===== src/rtl/ca_pkg.sv =====
package ca_pkg;
  typedef enum logic [2:0] {
    ST_IDLE   = 3'd0,
    ST_PROBE1 = 3'd1,
    ST_PROBE2 = 3'd2,
    ST_SWAP   = 3'd3,
    ST_FETCH  = 3'd4
  } ca_state_e;

  localparam logic [1:0] KIND_NONE   = 2'b00;
  localparam logic [1:0] KIND_HOME   = 2'b01;
  localparam logic [1:0] KIND_PARTNR = 2'b10;
  localparam logic [1:0] KIND_MISS   = 2'b11;
endpackage


===== src/rtl/ca_line_store.sv =====
module ca_line_store #(
  parameter int IDX_W  = 3,
  parameter int TAG_W  = 4,
  parameter int DATA_W = 16
) (
  input  logic              clk,
  input  logic              rst_n,
  input  logic [IDX_W-1:0]  p_idx,
  input  logic [IDX_W-1:0]  q_idx,
  output logic              p_valid,
  output logic              p_rehash,
  output logic [TAG_W-1:0]  p_tag,
  output logic [DATA_W-1:0] p_data,
  output logic              q_valid,
  output logic              q_rehash,
  output logic [TAG_W-1:0]  q_tag,
  output logic [DATA_W-1:0] q_data,
  input  logic              wr_p_en,
  input  logic              wr_p_valid,
  input  logic              wr_p_rehash,
  input  logic [TAG_W-1:0]  wr_p_tag,
  input  logic [DATA_W-1:0] wr_p_data,
  input  logic              wr_q_en,
  input  logic              wr_q_valid,
  input  logic              wr_q_rehash,
  input  logic [TAG_W-1:0]  wr_q_tag,
  input  logic [DATA_W-1:0] wr_q_data
);
  localparam int NUM_LINES = 1 << IDX_W;

  logic [NUM_LINES-1:0] valid_vec;
  logic [NUM_LINES-1:0] rehash_vec;
  logic [TAG_W-1:0]     tag_arr  [NUM_LINES];
  logic [DATA_W-1:0]    data_arr [NUM_LINES];

  for (genvar i = 0; i < NUM_LINES; i++) begin : g_line
    localparam logic [IDX_W-1:0] LINE_ID = IDX_W'(i);
    logic              v_q;
    logic              r_q;
    logic [TAG_W-1:0]  t_q;
    logic [DATA_W-1:0] d_q;

    always_ff @(posedge clk or negedge rst_n) begin
      if (!rst_n) begin
        v_q <= 1'b0;
        r_q <= 1'b0;
        t_q <= '0;
        d_q <= '0;
      end else if (wr_p_en && (p_idx == LINE_ID)) begin
        v_q <= wr_p_valid;
        r_q <= wr_p_rehash;
        t_q <= wr_p_tag;
        d_q <= wr_p_data;
      end else if (wr_q_en && (q_idx == LINE_ID)) begin
        v_q <= wr_q_valid;
        r_q <= wr_q_rehash;
        t_q <= wr_q_tag;
        d_q <= wr_q_data;
      end
    end

    assign valid_vec[i]  = v_q;
    assign rehash_vec[i] = r_q;
    assign tag_arr[i]    = t_q;
    assign data_arr[i]   = d_q;
  end

  assign p_valid  = valid_vec[p_idx];
  assign p_rehash = rehash_vec[p_idx];
  assign p_tag    = tag_arr[p_idx];
  assign p_data   = data_arr[p_idx];
  assign q_valid  = valid_vec[q_idx];
  assign q_rehash = rehash_vec[q_idx];
  assign q_tag    = tag_arr[q_idx];
  assign q_data   = data_arr[q_idx];
endmodule


===== src/rtl/ca_ctrl.sv =====
module ca_ctrl
  import ca_pkg::*;
#(
  parameter int ADDR_W = 6,
  parameter int IDX_W  = 3,
  parameter int DATA_W = 16,
  localparam int TAG_W = ADDR_W - IDX_W + 1
) (
  input  logic              clk,
  input  logic              rst_n,
  input  logic              req_valid,
  output logic              req_ready,
  input  logic [ADDR_W-1:0] req_addr,
  output logic              rsp_valid,
  output logic [1:0]        rsp_kind,
  output logic [DATA_W-1:0] rsp_data,
  output logic              mem_req_valid,
  output logic [ADDR_W-1:0] mem_req_addr,
  input  logic              mem_rsp_valid,
  input  logic [DATA_W-1:0] mem_rsp_data,
  output logic [IDX_W-1:0]  p_idx,
  output logic [IDX_W-1:0]  q_idx,
  input  logic              p_valid,
  input  logic              p_rehash,
  input  logic [TAG_W-1:0]  p_tag,
  input  logic [DATA_W-1:0] p_data,
  input  logic              q_valid,
  input  logic              q_rehash,
  input  logic [TAG_W-1:0]  q_tag,
  input  logic [DATA_W-1:0] q_data,
  output logic              wr_p_en,
  output logic              wr_p_valid,
  output logic              wr_p_rehash,
  output logic [TAG_W-1:0]  wr_p_tag,
  output logic [DATA_W-1:0] wr_p_data,
  output logic              wr_q_en,
  output logic              wr_q_valid,
  output logic              wr_q_rehash,
  output logic [TAG_W-1:0]  wr_q_tag,
  output logic [DATA_W-1:0] wr_q_data,
  output logic              probe1_hit,
  output logic              probe2_hit,
  output logic              early_miss,
  output logic              late_miss,
  output logic              fill_done,
  output logic              swap_go
);
  localparam logic [IDX_W-1:0] TOP_MASK = IDX_W'(1) << (IDX_W - 1);

  // home index, partner index and stored tag
  function automatic logic [IDX_W-1:0] home_index(input logic [ADDR_W-1:0] a);
    return a[IDX_W-1:0];
  endfunction

  function automatic logic [IDX_W-1:0] partner_index(input logic [IDX_W-1:0] i);
    return i ^ TOP_MASK;
  endfunction

  function automatic logic [TAG_W-1:0] line_tag(input logic [ADDR_W-1:0] a);
    return a[ADDR_W-1:IDX_W-1];
  endfunction

  ca_state_e         state_q, state_d;
  logic [ADDR_W-1:0] addr_q;
  logic              skip_q;
  logic [TAG_W-1:0]  want_tag;
  logic              p_match, q_match;
  logic              accept;

  assign accept   = req_valid && req_ready;
  assign p_idx    = home_index(addr_q);
  assign q_idx    = partner_index(p_idx);
  assign want_tag = line_tag(addr_q);
  assign p_match  = p_valid && (p_tag == want_tag);
  assign q_match  = q_valid && (q_tag == want_tag);

  assign probe1_hit = (state_q == ST_PROBE1) && p_match;
  assign early_miss = (state_q == ST_PROBE1) && !p_match && p_rehash;
  assign probe2_hit = (state_q == ST_PROBE2) && q_match;
  assign late_miss  = (state_q == ST_PROBE2) && !q_match;
  assign fill_done  = (state_q == ST_FETCH) && mem_rsp_valid;
  assign swap_go    = (state_q == ST_SWAP);

  always_comb begin
    state_d = state_q;
    unique case (state_q)
      ST_IDLE:   if (accept) state_d = ST_PROBE1;
      ST_PROBE1: begin
        if (probe1_hit)      state_d = ST_IDLE;
        else if (early_miss) state_d = ST_FETCH;
        else                 state_d = ST_PROBE2;
      end
      ST_PROBE2: state_d = probe2_hit ? ST_SWAP : ST_FETCH;
      ST_SWAP:   state_d = ST_IDLE;
      ST_FETCH:  if (fill_done) state_d = ST_IDLE;
      default:   state_d = ST_IDLE;
    endcase
  end

  always_ff @(posedge clk or negedge rst_n) begin
    if (!rst_n) begin
      state_q <= ST_IDLE;
      addr_q  <= '0;
      skip_q  <= 1'b0;
    end else begin
      state_q <= state_d;
      if (accept) begin
        addr_q <= req_addr;
        skip_q <= 1'b0;
      end else if (early_miss) begin
        skip_q <= 1'b1;
      end
    end
  end

  // Line updates: exchange on partner hit, fill (with optional displacement) on miss
  always_comb begin
    wr_p_en     = 1'b0;
    wr_p_valid  = 1'b0;
    wr_p_rehash = 1'b0;
    wr_p_tag    = want_tag;
    wr_p_data   = mem_rsp_data;
    wr_q_en     = 1'b0;
    wr_q_valid  = p_valid;
    wr_q_rehash = 1'b1;
    wr_q_tag    = p_tag;
    wr_q_data   = p_data;
    if (swap_go) begin
      wr_p_en    = 1'b1;
      wr_p_valid = q_valid;
      wr_p_tag   = q_tag;
      wr_p_data  = q_data;
      wr_q_en    = 1'b1;
    end else if (fill_done) begin
      wr_p_en    = 1'b1;
      wr_p_valid = 1'b1;
      wr_q_en    = !skip_q;
    end
  end

  assign req_ready     = (state_q == ST_IDLE);
  assign mem_req_valid = (state_q == ST_FETCH);
  assign mem_req_addr  = addr_q;
  assign rsp_valid     = probe1_hit || probe2_hit || fill_done;

  always_comb begin
    rsp_kind = KIND_NONE;
    rsp_data = mem_rsp_data;
    if (probe1_hit) begin
      rsp_kind = KIND_HOME;
      rsp_data = p_data;
    end else if (probe2_hit) begin
      rsp_kind = KIND_PARTNR;
      rsp_data = q_data;
    end else if (fill_done) begin
      rsp_kind = KIND_MISS;
    end
  end

  logic unused_q_rehash;
  assign unused_q_rehash = q_rehash;
endmodule


===== src/rtl/column_assoc_cache.sv =====
module column_assoc_cache #(
  parameter int ADDR_W = 6,
  parameter int IDX_W  = 3,
  parameter int DATA_W = 16
) (
  input  logic              clk,
  input  logic              rst_n,
  input  logic              req_valid,
  output logic              req_ready,
  input  logic [ADDR_W-1:0] req_addr,
  output logic              rsp_valid,
  output logic [1:0]        rsp_kind,
  output logic [DATA_W-1:0] rsp_data,
  output logic              mem_req_valid,
  output logic [ADDR_W-1:0] mem_req_addr,
  input  logic              mem_rsp_valid,
  input  logic [DATA_W-1:0] mem_rsp_data
);
  localparam int TAG_W = ADDR_W - IDX_W + 1;

  logic [IDX_W-1:0]  p_idx, q_idx;
  logic              p_valid, p_rehash, q_valid, q_rehash;
  logic [TAG_W-1:0]  p_tag, q_tag;
  logic [DATA_W-1:0] p_data, q_data;
  logic              wr_p_en, wr_p_valid, wr_p_rehash;
  logic [TAG_W-1:0]  wr_p_tag;
  logic [DATA_W-1:0] wr_p_data;
  logic              wr_q_en, wr_q_valid, wr_q_rehash;
  logic [TAG_W-1:0]  wr_q_tag;
  logic [DATA_W-1:0] wr_q_data;

  // Named internal events for the checker
  logic probe1_hit, probe2_hit, early_miss, late_miss, fill_done, swap_go;

  ca_line_store #(.IDX_W(IDX_W), .TAG_W(TAG_W), .DATA_W(DATA_W)) u_store (
    .clk(clk), .rst_n(rst_n),
    .p_idx(p_idx), .q_idx(q_idx),
    .p_valid(p_valid), .p_rehash(p_rehash), .p_tag(p_tag), .p_data(p_data),
    .q_valid(q_valid), .q_rehash(q_rehash), .q_tag(q_tag), .q_data(q_data),
    .wr_p_en(wr_p_en), .wr_p_valid(wr_p_valid), .wr_p_rehash(wr_p_rehash),
    .wr_p_tag(wr_p_tag), .wr_p_data(wr_p_data),
    .wr_q_en(wr_q_en), .wr_q_valid(wr_q_valid), .wr_q_rehash(wr_q_rehash),
    .wr_q_tag(wr_q_tag), .wr_q_data(wr_q_data)
  );

  ca_ctrl #(.ADDR_W(ADDR_W), .IDX_W(IDX_W), .DATA_W(DATA_W)) u_ctrl (
    .clk(clk), .rst_n(rst_n),
    .req_valid(req_valid), .req_ready(req_ready), .req_addr(req_addr),
    .rsp_valid(rsp_valid), .rsp_kind(rsp_kind), .rsp_data(rsp_data),
    .mem_req_valid(mem_req_valid), .mem_req_addr(mem_req_addr),
    .mem_rsp_valid(mem_rsp_valid), .mem_rsp_data(mem_rsp_data),
    .p_idx(p_idx), .q_idx(q_idx),
    .p_valid(p_valid), .p_rehash(p_rehash), .p_tag(p_tag), .p_data(p_data),
    .q_valid(q_valid), .q_rehash(q_rehash), .q_tag(q_tag), .q_data(q_data),
    .wr_p_en(wr_p_en), .wr_p_valid(wr_p_valid), .wr_p_rehash(wr_p_rehash),
    .wr_p_tag(wr_p_tag), .wr_p_data(wr_p_data),
    .wr_q_en(wr_q_en), .wr_q_valid(wr_q_valid), .wr_q_rehash(wr_q_rehash),
    .wr_q_tag(wr_q_tag), .wr_q_data(wr_q_data),
    .probe1_hit(probe1_hit), .probe2_hit(probe2_hit), .early_miss(early_miss),
    .late_miss(late_miss), .fill_done(fill_done), .swap_go(swap_go)
  );
endmodule


===== config.mk =====
export PLATFORM = sky130hd
export DESIGN_NAME = column_assoc_cache
export DESIGN_NICKNAME = d
export VERILOG_FILES = /design/src/rtl/ca_pkg.sv /design/src/rtl/ca_line_store.sv /design/src/rtl/ca_ctrl.sv /design/src/rtl/column_assoc_cache.sv
export SDC_FILE = /design/constraint.sdc
export NUM_CORES = 1
export LEC_CHECK = 0
export ABC_AREA = 1
export BUFFER_PORTS_ARGS = -buffer_cell sky130_fd_sc_hd__buf_2
export CAP_MARGIN = 20
export CORE_MARGIN = 8
export CORE_UTILIZATION = 45
export DETAILED_ROUTE_END_ITERATION = 10
export PLACE_DENSITY = 0.58
export RECOVER_POWER = 50
export SKIP_CTS_REPAIR_TIMING = 1
export SYNTH_ARGS = -nofsm -noshare
export SYNTH_HDL_FRONTEND = slang
export SYNTH_SLANG_ARGS = --single-unit

===== constraint.sdc =====
create_clock -name clk -period 4.9 [get_ports clk]
set_clock_uncertainty 0.05 [all_clocks]
set_input_delay 0.98 -clock clk [delete_from_list [all_inputs] [get_ports clk]]
set_output_delay 0.98 -clock clk [all_outputs]
set_load 0.02 [all_outputs]

### After elaboration in Yosys (flattened, before gate mapping)

Cells that the tools add are included.

| storage, ports and cells | value |
|---|---|
| register bits | 186 |
| input port bits | 26 |
| output and inout port bits | 27 |
| word-level logic and storage cells | 207 |

| cells by class | value |
|---|---|
| $lt $le $gt $ge | 4 |
| equal/unequal tests | 22 |
| multiplexer cells | 102 |
| bitwise logic cells | 3 |
| reductions and logical operators | 41 |

Operator list:

| cell | count |
|---|---|
| $mux 16 | 23 |
| $bmux 16 s3 | 2 |
| $mux 4 | 21 |
| $mux 1 | 42 |
| $eq 3x3->1 const B | 9 |
| $bmux 4 s3 | 2 |
| $logic_and 1x1->1 | 24 |
| $eq 3x2->1 const B | 6 |
| $reduce_bool 2->1 | 9 |
| $mux 3 | 5 |
| $pmux 3 s4 | 1 |
| $bmux 1 s3 | 3 |
| $eq 3x1->1 const B | 3 |
| $logic_not 3->1 | 3 |
| $eq 4x4->1 | 2 |
| $ge 4x4->1 const B | 2 |
| $lt 3x4->1 const B | 2 |
| $not 3->4 | 2 |
| $mux 2 | 3 |
| $logic_not 1->1 | 2 |
| $logic_or 1x1->1 | 2 |
| $ne 2x1->1 const B | 1 |
| $ne 2x2->1 const B | 1 |
| $reduce_and 2->1 | 1 |
| $not 1->1 | 1 |

### Longest topological paths before layout

Gate-level depths: netlist of the first run.

| logic depth | value |
|---|---|
| depth in word-level cells | 12 |
| mapped depth | 16 |
| mapped depth without buffers | 13 |

### By module

A second synthesis of the first run with hierarchy kept.

| unflattened totals | value |
|---|---|
| cells, all modules | 2403 |
| area total of the unflattened synthesis | 14010.9 µm² |

Modules (own cells, without submodules):

| module | times used | cells an instance | area each (µm²) | sequential area each (µm²) |
|---|---|---|---|---|
| ca_line_store | 1 | 2111 | 12404.4 | 4404.2 |
| ca_ctrl | 1 | 292 | 1606.5 | 250.2 |

### Least setup slack after synthesis of the first run

OpenSTA, ideal clock, no wires.

| timing path | value |
|---|---|
| path type | reg2out |
| start | register u_ctrl.addr_q[0], in the netlist u_ctrl.mem_req_addr[0] |
| end | output port rsp_data[10] |
| arrival time | 1975 ps |
| required time | 3870 ps |
| path slack | 1895 ps |
| stages on the path, launching flop included | 16 |
| path buffers | 3 |
| path through | dfrtp_1 buf_6 inv_4 buf_6 nand2_1 nand2_1 nand2_1 nand3_1 nand2_1 nand2_1 nand2_1 nor2_4 nand3_4 buf_6 nand3_2 nand2_1 |

| between the ends | value |
|---|---|
| cells in the longest elaborated chain, start to end | 9 |
| elaborated cells on any way between the ends | 26 |
| those cells by class | 2 x eq/ne; 18 x mux; 2 x bitwise; 4 x reduce/logical |

RTL lines:

| what | line | RTL |
|---|---|---|
| start: declaration | ca_ctrl.sv:64 | `logic [ADDR_W-1:0] addr_q;` |
| start signal: assignment | ca_ctrl.sv:108 | `addr_q <= req_addr;` |
| $not 3->4 (not written as such) | ca_line_store.sv:74, ca_line_store.sv:75 |  |
| $bmux 4 s3 | ca_line_store.sv:74 | `assign q_tag = tag_arr[q_idx];` |
| $mux 4 (not written as such) (2 in a row) | ca_line_store.sv:74 |  |
| $eq 4x4->1 | ca_ctrl.sv:75 | `assign q_match = q_valid && (q_tag == want_tag);` |
| $logic_and 1x1->1 | ca_ctrl.sv:75 |  |
| $logic_and 1x1->1 | ca_ctrl.sv:79 | `assign probe2_hit = (state_q == ST_PROBE2) && q_match;` |
| $mux 16 | ca_ctrl.sv:152 | `end else if (probe2_hit) begin` |
| $mux 16 * | ca_ctrl.sv:149 | `if (probe1_hit) begin` |
| end: declaration | column_assoc_cache.sv:13 | `output logic [DATA_W-1:0] rsp_data,` |

Mark *: on every way between the ends. The rest lies on a longest branch, timed or not. The select of a mux whose other input is x is not followed.

### Worst setup path after layout of the first run

| timing path | value |
|---|---|
| start | register u_ctrl.addr_q[0], in the netlist u_ctrl.mem_req_addr[0] |
| end | output port rsp_data[4] |

The elaborated chain is that of the path after synthesis.

==> flow_summary.ini, run 1 <==
[sta]
report.final.hold_viol_count = 0
fmax_mhz = 217
setup_viol = 0
rsz0062_at_grt = no
min_period_ns = 4.60
tns_ns = 0
whs_ns = 0.440
slew_headroom = -0.764
worstMarginPinSlew_ns = 2.65
fin_crit_sh = 0.939
slew_viol_final = 128
fin_ws_ns = 0.298

[detailed_routing]
wl_per_cell_um = 24.7
ant_nets = 0
first_pass_iters = 6
remaining_drc_errors = 0
drtIter0Drc = 1354
drt-total-wl_mm = 43.7
via_count = 10900
viasPerCell = 6.13

[power]
clkPwrFrac = 0.168
power_density_nw_per_um2 = 696
cellInternalPower_uw = 4130
p_seq_frac = 0.325
ir_drop_uv = 324
power_uw = 8220
swShare = 0.497
combPwrFrac = 0.507
leakage_uw = 0.00557
p_sw_uw = 4080

[floorplanning]
dieWidth_um = 170
pin_count = 53
num_rows = 56
core-area_um2 = 23500
die_h_um = 170
start_util = 0.457
dieArea_um2 = 29000

[critical_path]
cp_data_required_time_ns = 3.87
crit_slowest_cell = dfrtp_1
cp_num_buf_inv = 3
crit_family = simple AND/OR/NAND/NOR gates
path_class = register to output port
path_cells = buf_4, nor2_4, nand2_1, nand2_1, nor2_1, nor2_1, nor2_1, nand2_1, nor2_4, nand3_1, buf_4, nand2_1, nand3_1, nand2_1, buf_2
arrival_ns = 3.57
cpPeakStageDelay_ns = 0.78
end_kind = output port
cp_common_cell = nand2_1
cp-start-kind = register
path_max_fanout = 16

[synth]
yosys_warnings = 0
ys_async_sr_fraction = 1.00
ys_seq_elements = 186
synth_area_um2 = 10700
yosys_most_used_dff = dfrtp_1
syn_nets = 1436
yosysSeqAreaShare = 0.434
synth_area_per_cell_um2 = 7.61
synth_cell_type_count = 36
synth_enable_flop_cells = 0
synthCells = 1410

[placed_design]
hpwl_mm = 26.6
place_ws_ns = 0.854
gp_congestion = 0.888
io_buffers = 52

[global_route]
grtUsageTotal = 0.306
grt_pass1_vias = 10600
grt_pass1_wl_mm = 65.9
grtUsageMet2 = 0.470
use_met3 = 0.0755
top_usage_layer = met2
use_met1 = 0.403
grt_overflow = 0
antenna_found_initial = 0
grt_max_degree = 98

[run_status]
violations = capacitance limit, slew limit
status = complete, but fails checks

[run]
cap_viol_max_count = 2

[worst_hold_path]
hp-class = register to register

[clock_network]
cts_root_buf = clkbuf_16
cts_sinks = 186
cts_tree = done
clk_latency_ns = 0.44
clockBufferDepth = 2
cts-htree-levels = 4
cts_made_buffers = 17
clkTransAtPathRegs_ns = 0.08

[cells_and_area]
n_antenna_cell = 0
drive_gt1_frac = 0.133
area_growth_pct = 10.1
final_nets = 1467
nFillCells = 2367
[cell usage after synthesis, types with 2 or more instances]
cell type	count	share of area
nand2_1	419	0.15
dfrtp_1	186	0.43
o21ai_0	126	0.059
inv_1	101	0.035
nand3_1	93	0.043
a22oi_1	65	0.045
o211ai_1	56	0.039
nand4_1	52	0.030
a21oi_1	47	0.022
o21ai_1	42	0.020
nor2_1	41	0.014
buf_2	37	0.017
clkbuf_1	26	0.0091
inv_2	19	0.0066
o21ai_2	17	0.014
nand2_2	12	0.0070
nand3_2	10	0.0093
nor2_4	10	0.010
buf_6	6	0.0063
nor2_2	6	0.0035
buf_1	5	0.0017
buf_4	5	0.0035
o221ai_1	5	0.0041
o311ai_0	5	0.0041
o22ai_1	4	0.0023
a211oi_1	2	0.0014
nand2_4	2	0.0021
nor3_1	2	0.00093
o21bai_1	2	0.0014
[state kept, by name, summed over array words and instances (netlist names)]
| signal | flops |
|---|---|
| u_store.g_line.d_q | 128 |
| u_store.g_line.t_q | 32 |
| u_store.g_line.r_q | 8 |
| u_store.g_line.v_q | 8 |
| u_ctrl.mem_req_addr | 6 |
| u_ctrl.state_q | 3 |
| u_ctrl.skip_q | 1 |
[layout make-up]
class | instances | area, µm² | share of cell area
Timing Repair Buffer | 91 | 541 | 0.0458
Inverter | 121 | 457 | 0.0387
Clock inverter | 12 | 115 | 0.00974
Clock buffer | 20 | 447 | 0.0378
Tap cell | 319 | 399 | 0.0338
Multi-Input combinational cell | 1024 | 5200 | 0.440
Sequential cell | 186 | 4660 | 0.394
[final timing paths]
| path | startpoint | endpoint | slack [ns] | cells past startpoint |
|---|---|---|---|---|
| worst max-delay path | u_ctrl.mem_req_addr[0] | rsp_data[4] | 0.30 | 15 |
| worst min-delay path | u_store.g_line[1].r_q | u_store.g_line[1].r_q | 0.44 | 2 |
| worst max register to register | u_ctrl.mem_req_addr[2] | u_store.g_line[3].t_q[2] | 0.71 | 9 |
| worst min register to register | u_store.g_line[1].r_q | u_store.g_line[1].r_q | 0.44 | 2 |
| max in group asynchronous | rst_n | u_store.g_line[4].d_q[2] | 0.94 | 2 |
| min in group asynchronous | rst_n | u_ctrl.mem_req_addr[2] | 1.26 | 1 |
[per-stage QoR]
step | utilization | instances | area [µm²]
final | 0.503 | 1773 | 11800
after CTS | 0.505 | 1773 | 11900
after floorplan | - | 1410 | 10700
after detailed placement | 0.481 | 1741 | 11300
after global placement | 0.481 | 1741 | 11300
after global routing | 0.503 | 1773 | 11800
[power by group through the flow]
| stage | Sequential [µW] | Combinational (µW) | Clock (µW) |
|---|---|---|---|
| detailed placement | 2660 | 4070 | 0 |
| finish | 2670 | 4170 | 1380 |
| CTS | 2640 | 4080 | 1390 |
| global route | 2730 | 4540 | 1450 |
| floorplan | 2540 | 2880 | 0 |
| global placement | 2660 | 4030 | 0 |
[worst register-to-register path: cells and delay by family (launching register included)]
| family | cells | cell delay, ns |
|---|---|---|
| flops | 1 | 0.40 |
| simple gates | 3 | 1.45 |
| buf+inv | 4 | 1.70 |
| compound gates | 2 | 0.43 |
[logic make-up (layout without fill, tap and decap cells)]
family,Yosys count,after routing,synth area share
AO/OA/AOI/OAI,374,374,0.214
buffers and inverters,200,244,0.0805
flip-flops,186,186,0.434
multiplexers,1,1,0.000933
AND/OR/NAND/NOR,649,649,0.270
[routing by layer]
layer,vias up,routed length (µm),share of wire
li1,4894,-,-
met1,5191,17900,0.41
met2,664,19700,0.45
met3,128,4470,0.10
met4,0,1750,0.040
met5,-,0,0
[cells in the final DEF, fill, tap and decap left out, types with 18 or more instances in the layout]
cell / n
o211ai_1: 56
o21ai_1: 42
buf_4: 36
o21ai_0: 126
inv_1: 102
buf_2: 48
nand2_1: 420
dfrtp_1: 185
a22oi_1: 65
nand3_1: 93
nor2_1: 42
inv_2: 18
a21oi_1: 47
nand4_1: 52
Power figures use the tool's default switching activity.
==> run 2: changes to the inputs <==
--- a/config.mk
+++ b/config.mk
@@ -6,12 +6,12 @@
 export NUM_CORES = 1
 export LEC_CHECK = 0
 export ABC_AREA = 1
-export BUFFER_PORTS_ARGS = -buffer_cell sky130_fd_sc_hd__buf_2
 export CAP_MARGIN = 20
 export CORE_MARGIN = 8
 export CORE_UTILIZATION = 45
 export DETAILED_ROUTE_END_ITERATION = 10
-export PLACE_DENSITY = 0.58
+export DONT_BUFFER_PORTS = 1
+export PLACE_DENSITY = 0.56
 export RECOVER_POWER = 50
 export SKIP_CTS_REPAIR_TIMING = 1
 export SYNTH_ARGS = -nofsm -noshare
==> constraint.sdc (replaced) <==
create_clock -name clk -period 5.1 [get_ports clk]
set_clock_uncertainty 0.05 [all_clocks]
set_input_delay 1.02 -clock clk [delete_from_list [all_inputs] [get_ports clk]]
set_output_delay 1.02 -clock clk [all_outputs]
set_load 0.02 [all_outputs]
==> flow_summary.ini, run 2 (synthesized netlist as in run 1, its figures left out) <==
[detailed_routing]
ant_nets = 0
remaining_drc_errors = 0
drt-total-wl_mm = 44.1
drtIter0Drc = 1418
first_pass_iters = 6
wl_per_cell_um = 25.8
via_count = 10700
viasPerCell = 6.29

[sta]
rsz0062_at_grt = no
slew_headroom = 0.215
report.final.hold_viol_count = 0
slew_viol_final = 0
worstMarginPinSlew_ns = 1.18
fmax_mhz = 216
setup_viol = 0
fin_ws_ns = 0.463
tns_ns = 0
min_period_ns = 4.64
fin_crit_sh = 0.909

[critical_path]
reg2reg_slack_ns = 0.80
timing.rr.start = u_ctrl.mem_req_addr[2]
rr_worst_depth = 8
cp-start-kind = register
arrival_ns = 3.57
end_kind = output port
path_class = register to output port
cp_data_required_time_ns = 4.03
path_max_fanout = 26
r2r-end = u_store.g_line[1].d_q[9]
startpoint = u_ctrl.mem_req_addr[2]

[global_route]
grt_overflow = 0
antenna_found_initial = 0
grtUsageTotal = 0.307
grt_pass1_wl_mm = 66.4
grt_max_degree = 187
grt_pass1_vias = 10500

[clock_network]
cts-htree-levels = 4
clkTransAtPathRegs_ns = 0.08
cts_tree = done
cts_root_buf = clkbuf_16
clockBufferDepth = 2
clk_latency_ns = 0.45
cts_sinks = 186
cts_made_buffers = 17

[floorplanning]
num_rows = 56
start_util = 0.457
dieWidth_um = 170
pin_count = 53
die_h_um = 170
dieArea_um2 = 29000
core-area_um2 = 23500

[cells_and_area]
final_cell_mix = 419 x nand2_1, 185 x dfrtp_1, 126 x o21ai_0, 102 x inv_1, 93 x nand3_1
largest_reg_flops = 128
area_growth_pct = 7.43
final_common_cell = nand2_1
drive_gt1_frac = 0.0958
regMostFlops = u_store.g_line.d_q
n_antenna_cell = 0
fin_util = 0.491
largestRegisters = u_store.g_line.d_q x128, u_store.g_line.t_q x32
final_nets = 1402

[power]
power_uw = 7860
leakage_uw = 0.00531
power_density_nw_per_um2 = 682
ir_drop_uv = 285

[run_status]
status = finished clean

[placed_design]
io_buffers = 0
gp_congestion = 0.921
hpwl_mm = 27.0
place_ws_ns = 1.04

[run]
cap_viol_max_count = 0

[worst_hold_path]
hp-class = primary input to async pin
run 2: changes by cell type in the layout (fill, tap and decap cells not counted), sizes merged:
cell	previous run	this run
buf	84	26
clkbuf	27	21
clkinv	5	2
clkinvlp	3	6
inv	124	121
bufinv	1	2
run 2: metal layers:
layer / up-vias / routed length (µm) / GRT usage
li1: 4746 / - / -
met1: 5233 / 18200 / 0.413
met2: 648 / 19100 / 0.457
met3: 117 / 5040 / 0.0820
met4: 0 / 1720 / 0.134
met5: - / 0 / 0
run 2: area by class of cell:
class	instances	area, µm²
Fill cell	2367	11900
Multi-Input combinational cell	1024	5220
Sequential cell	186	4660
Inverter	121	457
Clock buffer	21	450
Tap cell	319	399
Timing Repair Buffer	26	223
Clock inverter	10	123
run 2: critical path: stages (launching register included):
cell	delay, ns
dfrtp_2	0.76
inv_2	0.43
nand3_1	0.22
nand2_1	0.11
nand2_1	0.07
nand2_1	0.11
nor2_4	0.53
nand3_4	0.46
nand3_2	0.20
nand2_1	0.20
run 2: power breakdown:
group / internal, µW / switching (µW)
Combinational: 1090 / 2820
Sequential: 2130 / 465
Clock: 735 / 618
run 2: worst max path at each step:
stage | to | slack (ns) | cells after the start
after floorplan | rsp_data[10] | 2.06 | 15
after global placement | rsp_data[10] | 1.12 | 9
after detailed placement | rsp_data[13] | 1.04 | 9
after CTS | rsp_data[13] | 0.55 | 9
after global routing | rsp_data[4] | 0.41 | 9
final | rsp_data[10] | 0.46 | 9
run 2: per-stage QoR:
stage          area, µm²  hold slack (ns)  std cells
4_1_cts            11500            0.212       1706
3_5_place_dp       10900            0.420       1675
6_report           11500            0.214       1707
2_1_floorplan      10700            0.387       1410
3_3_place_gp       10900            0.411       1674
5_1_grt            11500            0.204       1707
==> run 3: changes to the inputs <==
--- a/config.mk
+++ b/config.mk
@@ -12,7 +12,6 @@
 export DETAILED_ROUTE_END_ITERATION = 10
 export DONT_BUFFER_PORTS = 1
 export PLACE_DENSITY = 0.56
-export RECOVER_POWER = 50
 export SKIP_CTS_REPAIR_TIMING = 1
 export SYNTH_ARGS = -nofsm -noshare
 export SYNTH_HDL_FRONTEND = slang
==> flow_summary.ini, run 3 (synthesized netlist as in run 1, its figures left out) <==
[power]
p_seq_frac = 0.331
power_density_nw_per_um2 = 681
leakage_uw = 0.00531
cellInternalPower_uw = 3960
clkPwrFrac = 0.172
power_uw = 7850
combPwrFrac = 0.497
swShare = 0.496
ir_drop_uv = 285
p_sw_uw = 3900

[detailed_routing]
first_pass_iters = 7
remaining_drc_errors = 0
wl_per_cell_um = 25.8
viasPerCell = 6.31
drtIter0Drc = 1418
drt-total-wl_mm = 44.1
ant_nets = 0
via_count = 10800

[placed_design]
gp_congestion = 0.921
io_buffers = 0
hpwl_mm = 27.0

[cells_and_area]
multi_input_area_um2 = 5220
final_nets = 1402
regMostFlops = u_store.g_line.d_q
area_growth_pct = 7.43
n_antenna_cell = 0
fin_util = 0.491
drive_gt1_frac = 0.0965
final-seq-area_um2 = 4660
final_cell_mix = 419 x nand2_1, 185 x dfrtp_1, 126 x o21ai_0, 101 x inv_1, 93 x nand3_1
final_common_cell = nand2_1
nFillCells = 2367
largestRegisters = u_store.g_line.d_q x128, u_store.g_line.t_q x32
largest_reg_flops = 128

[critical_path]
crit_family = simple AND/OR/NAND/NOR gates
cp_data_required_time_ns = 4.03
cp_num_buf_inv = 1
end_kind = output port
arrival_ns = 3.55
cp-start-kind = register
path_cells = inv_2, nand3_1, nand2_1, nand2_1, nand2_1, nor2_4, nand3_4, nand3_2, nand2_1
cp_common_cell = nand2_1
path_max_fanout = 26
reg2reg_slack_ns = 1.31
cpPeakStageDelay_ns = 0.76
crit_slowest_cell = dfrtp_2
path_class = register to output port

[floorplanning]
die_h_um = 170
pin_count = 53
start_util = 0.457
num_rows = 56
dieWidth_um = 170
core-area_um2 = 23500
dieArea_um2 = 29000

[clock_network]
cts_tree = done
clk_latency_ns = 0.44
clockBufferDepth = 2
cts_made_buffers = 17
cts-htree-levels = 4
clkTransAtPathRegs_ns = 0.07
cts_sinks = 186
cts_root_buf = clkbuf_16

[global_route]
grt_max_degree = 187
grt_pass1_wl_mm = 66.4
grt_overflow = 0
grtUsageTotal = 0.307
grt_pass1_vias = 10500
antenna_found_initial = 0

[sta]
report.final.hold_viol_count = 0
tns_ns = 0
min_period_ns = 4.62
slew_viol_final = 0
worstMarginPinSlew_ns = 1.19
setup_viol = 0
slew_headroom = 0.205
fin_crit_sh = 0.906
rsz0062_at_grt = no
fmax_mhz = 216

[run]
cap_viol_max_count = 0

[worst_hold_path]
hp-class = primary input to async pin

[run_status]
status = finished clean
==> run 3: cell count changes in the layout (fill, tap and decap cells not counted) <==
| cell | previous run | this run |
|---|---|---|
| inv_1 | 102 | 101 |
| inv_2 | 18 | 19 |
==> run 3: layer usage <==
metal / track usage / routed length, µm
met4: 0.134 / 1720
met1: 0.413 / 18000
met3: 0.0820 / 5220
met2: 0.457 / 19100
met5: 0 / 0
==> run 3: stage by stage <==
step,setup slack [ns],std cells,area (µm²),hold WS (ns)
floorplan,2.06,1410,10700,0.387
finish,0.480,1707,11500,0.215
global route,0.410,1707,11500,0.204
detailed placement,1.04,1675,10900,0.420
global placement,1.12,1674,10900,0.411
CTS,0.552,1706,11500,0.212
==> run 3: worst register-to-register path, cell delays in order (launching register included) <==
cell     delay [ns]
dfrtp_2        0.76
inv_2          0.43
nand2_2        0.33
nor2_4         0.12
inv_2          0.50
nand2_1        0.54
inv_2          0.67
a22oi_1        0.19
o21ai_1        0.11
==> run 3: worst paths after layout <==
kind,endpoint,cells after the start,start
worst min-delay path,u_ctrl.mem_req_addr[2],0,rst_n
worst min register to register,u_store.g_line[5].d_q[6],2,u_store.g_line[5].d_q[6]
max in group asynchronous,u_store.g_line[6].v_q,0,rst_n
worst max register to register,u_store.g_line[1].d_q[9],8,u_ctrl.mem_req_addr[2]
min in group clk,u_store.g_line[5].d_q[6],2,u_store.g_line[5].d_q[6]
worst max-delay path,rsp_data[10],9,u_ctrl.mem_req_addr[2]
==> run 3: final cells by class <==
cell class	instances	share of cell area
multi-input combinational	1024	0.453
sequential	186	0.404
inverter	121	0.0396
clock buffer	21	0.0391
tap	319	0.0346
timing repair buffer	26	0.0193
clock inverter	10	0.0106
==> run 3: power groups by stage <==
stage	clock (µW)	sequential [µW]	combinational [µW]
6_report	1350	2600	3900
5_1_grt	1410	2660	4260
4_1_cts	1360	2570	3800
3_5_place_dp	0	2590	3790
3_3_place_gp	0	2590	3750
2_1_floorplan	0	2440	2770
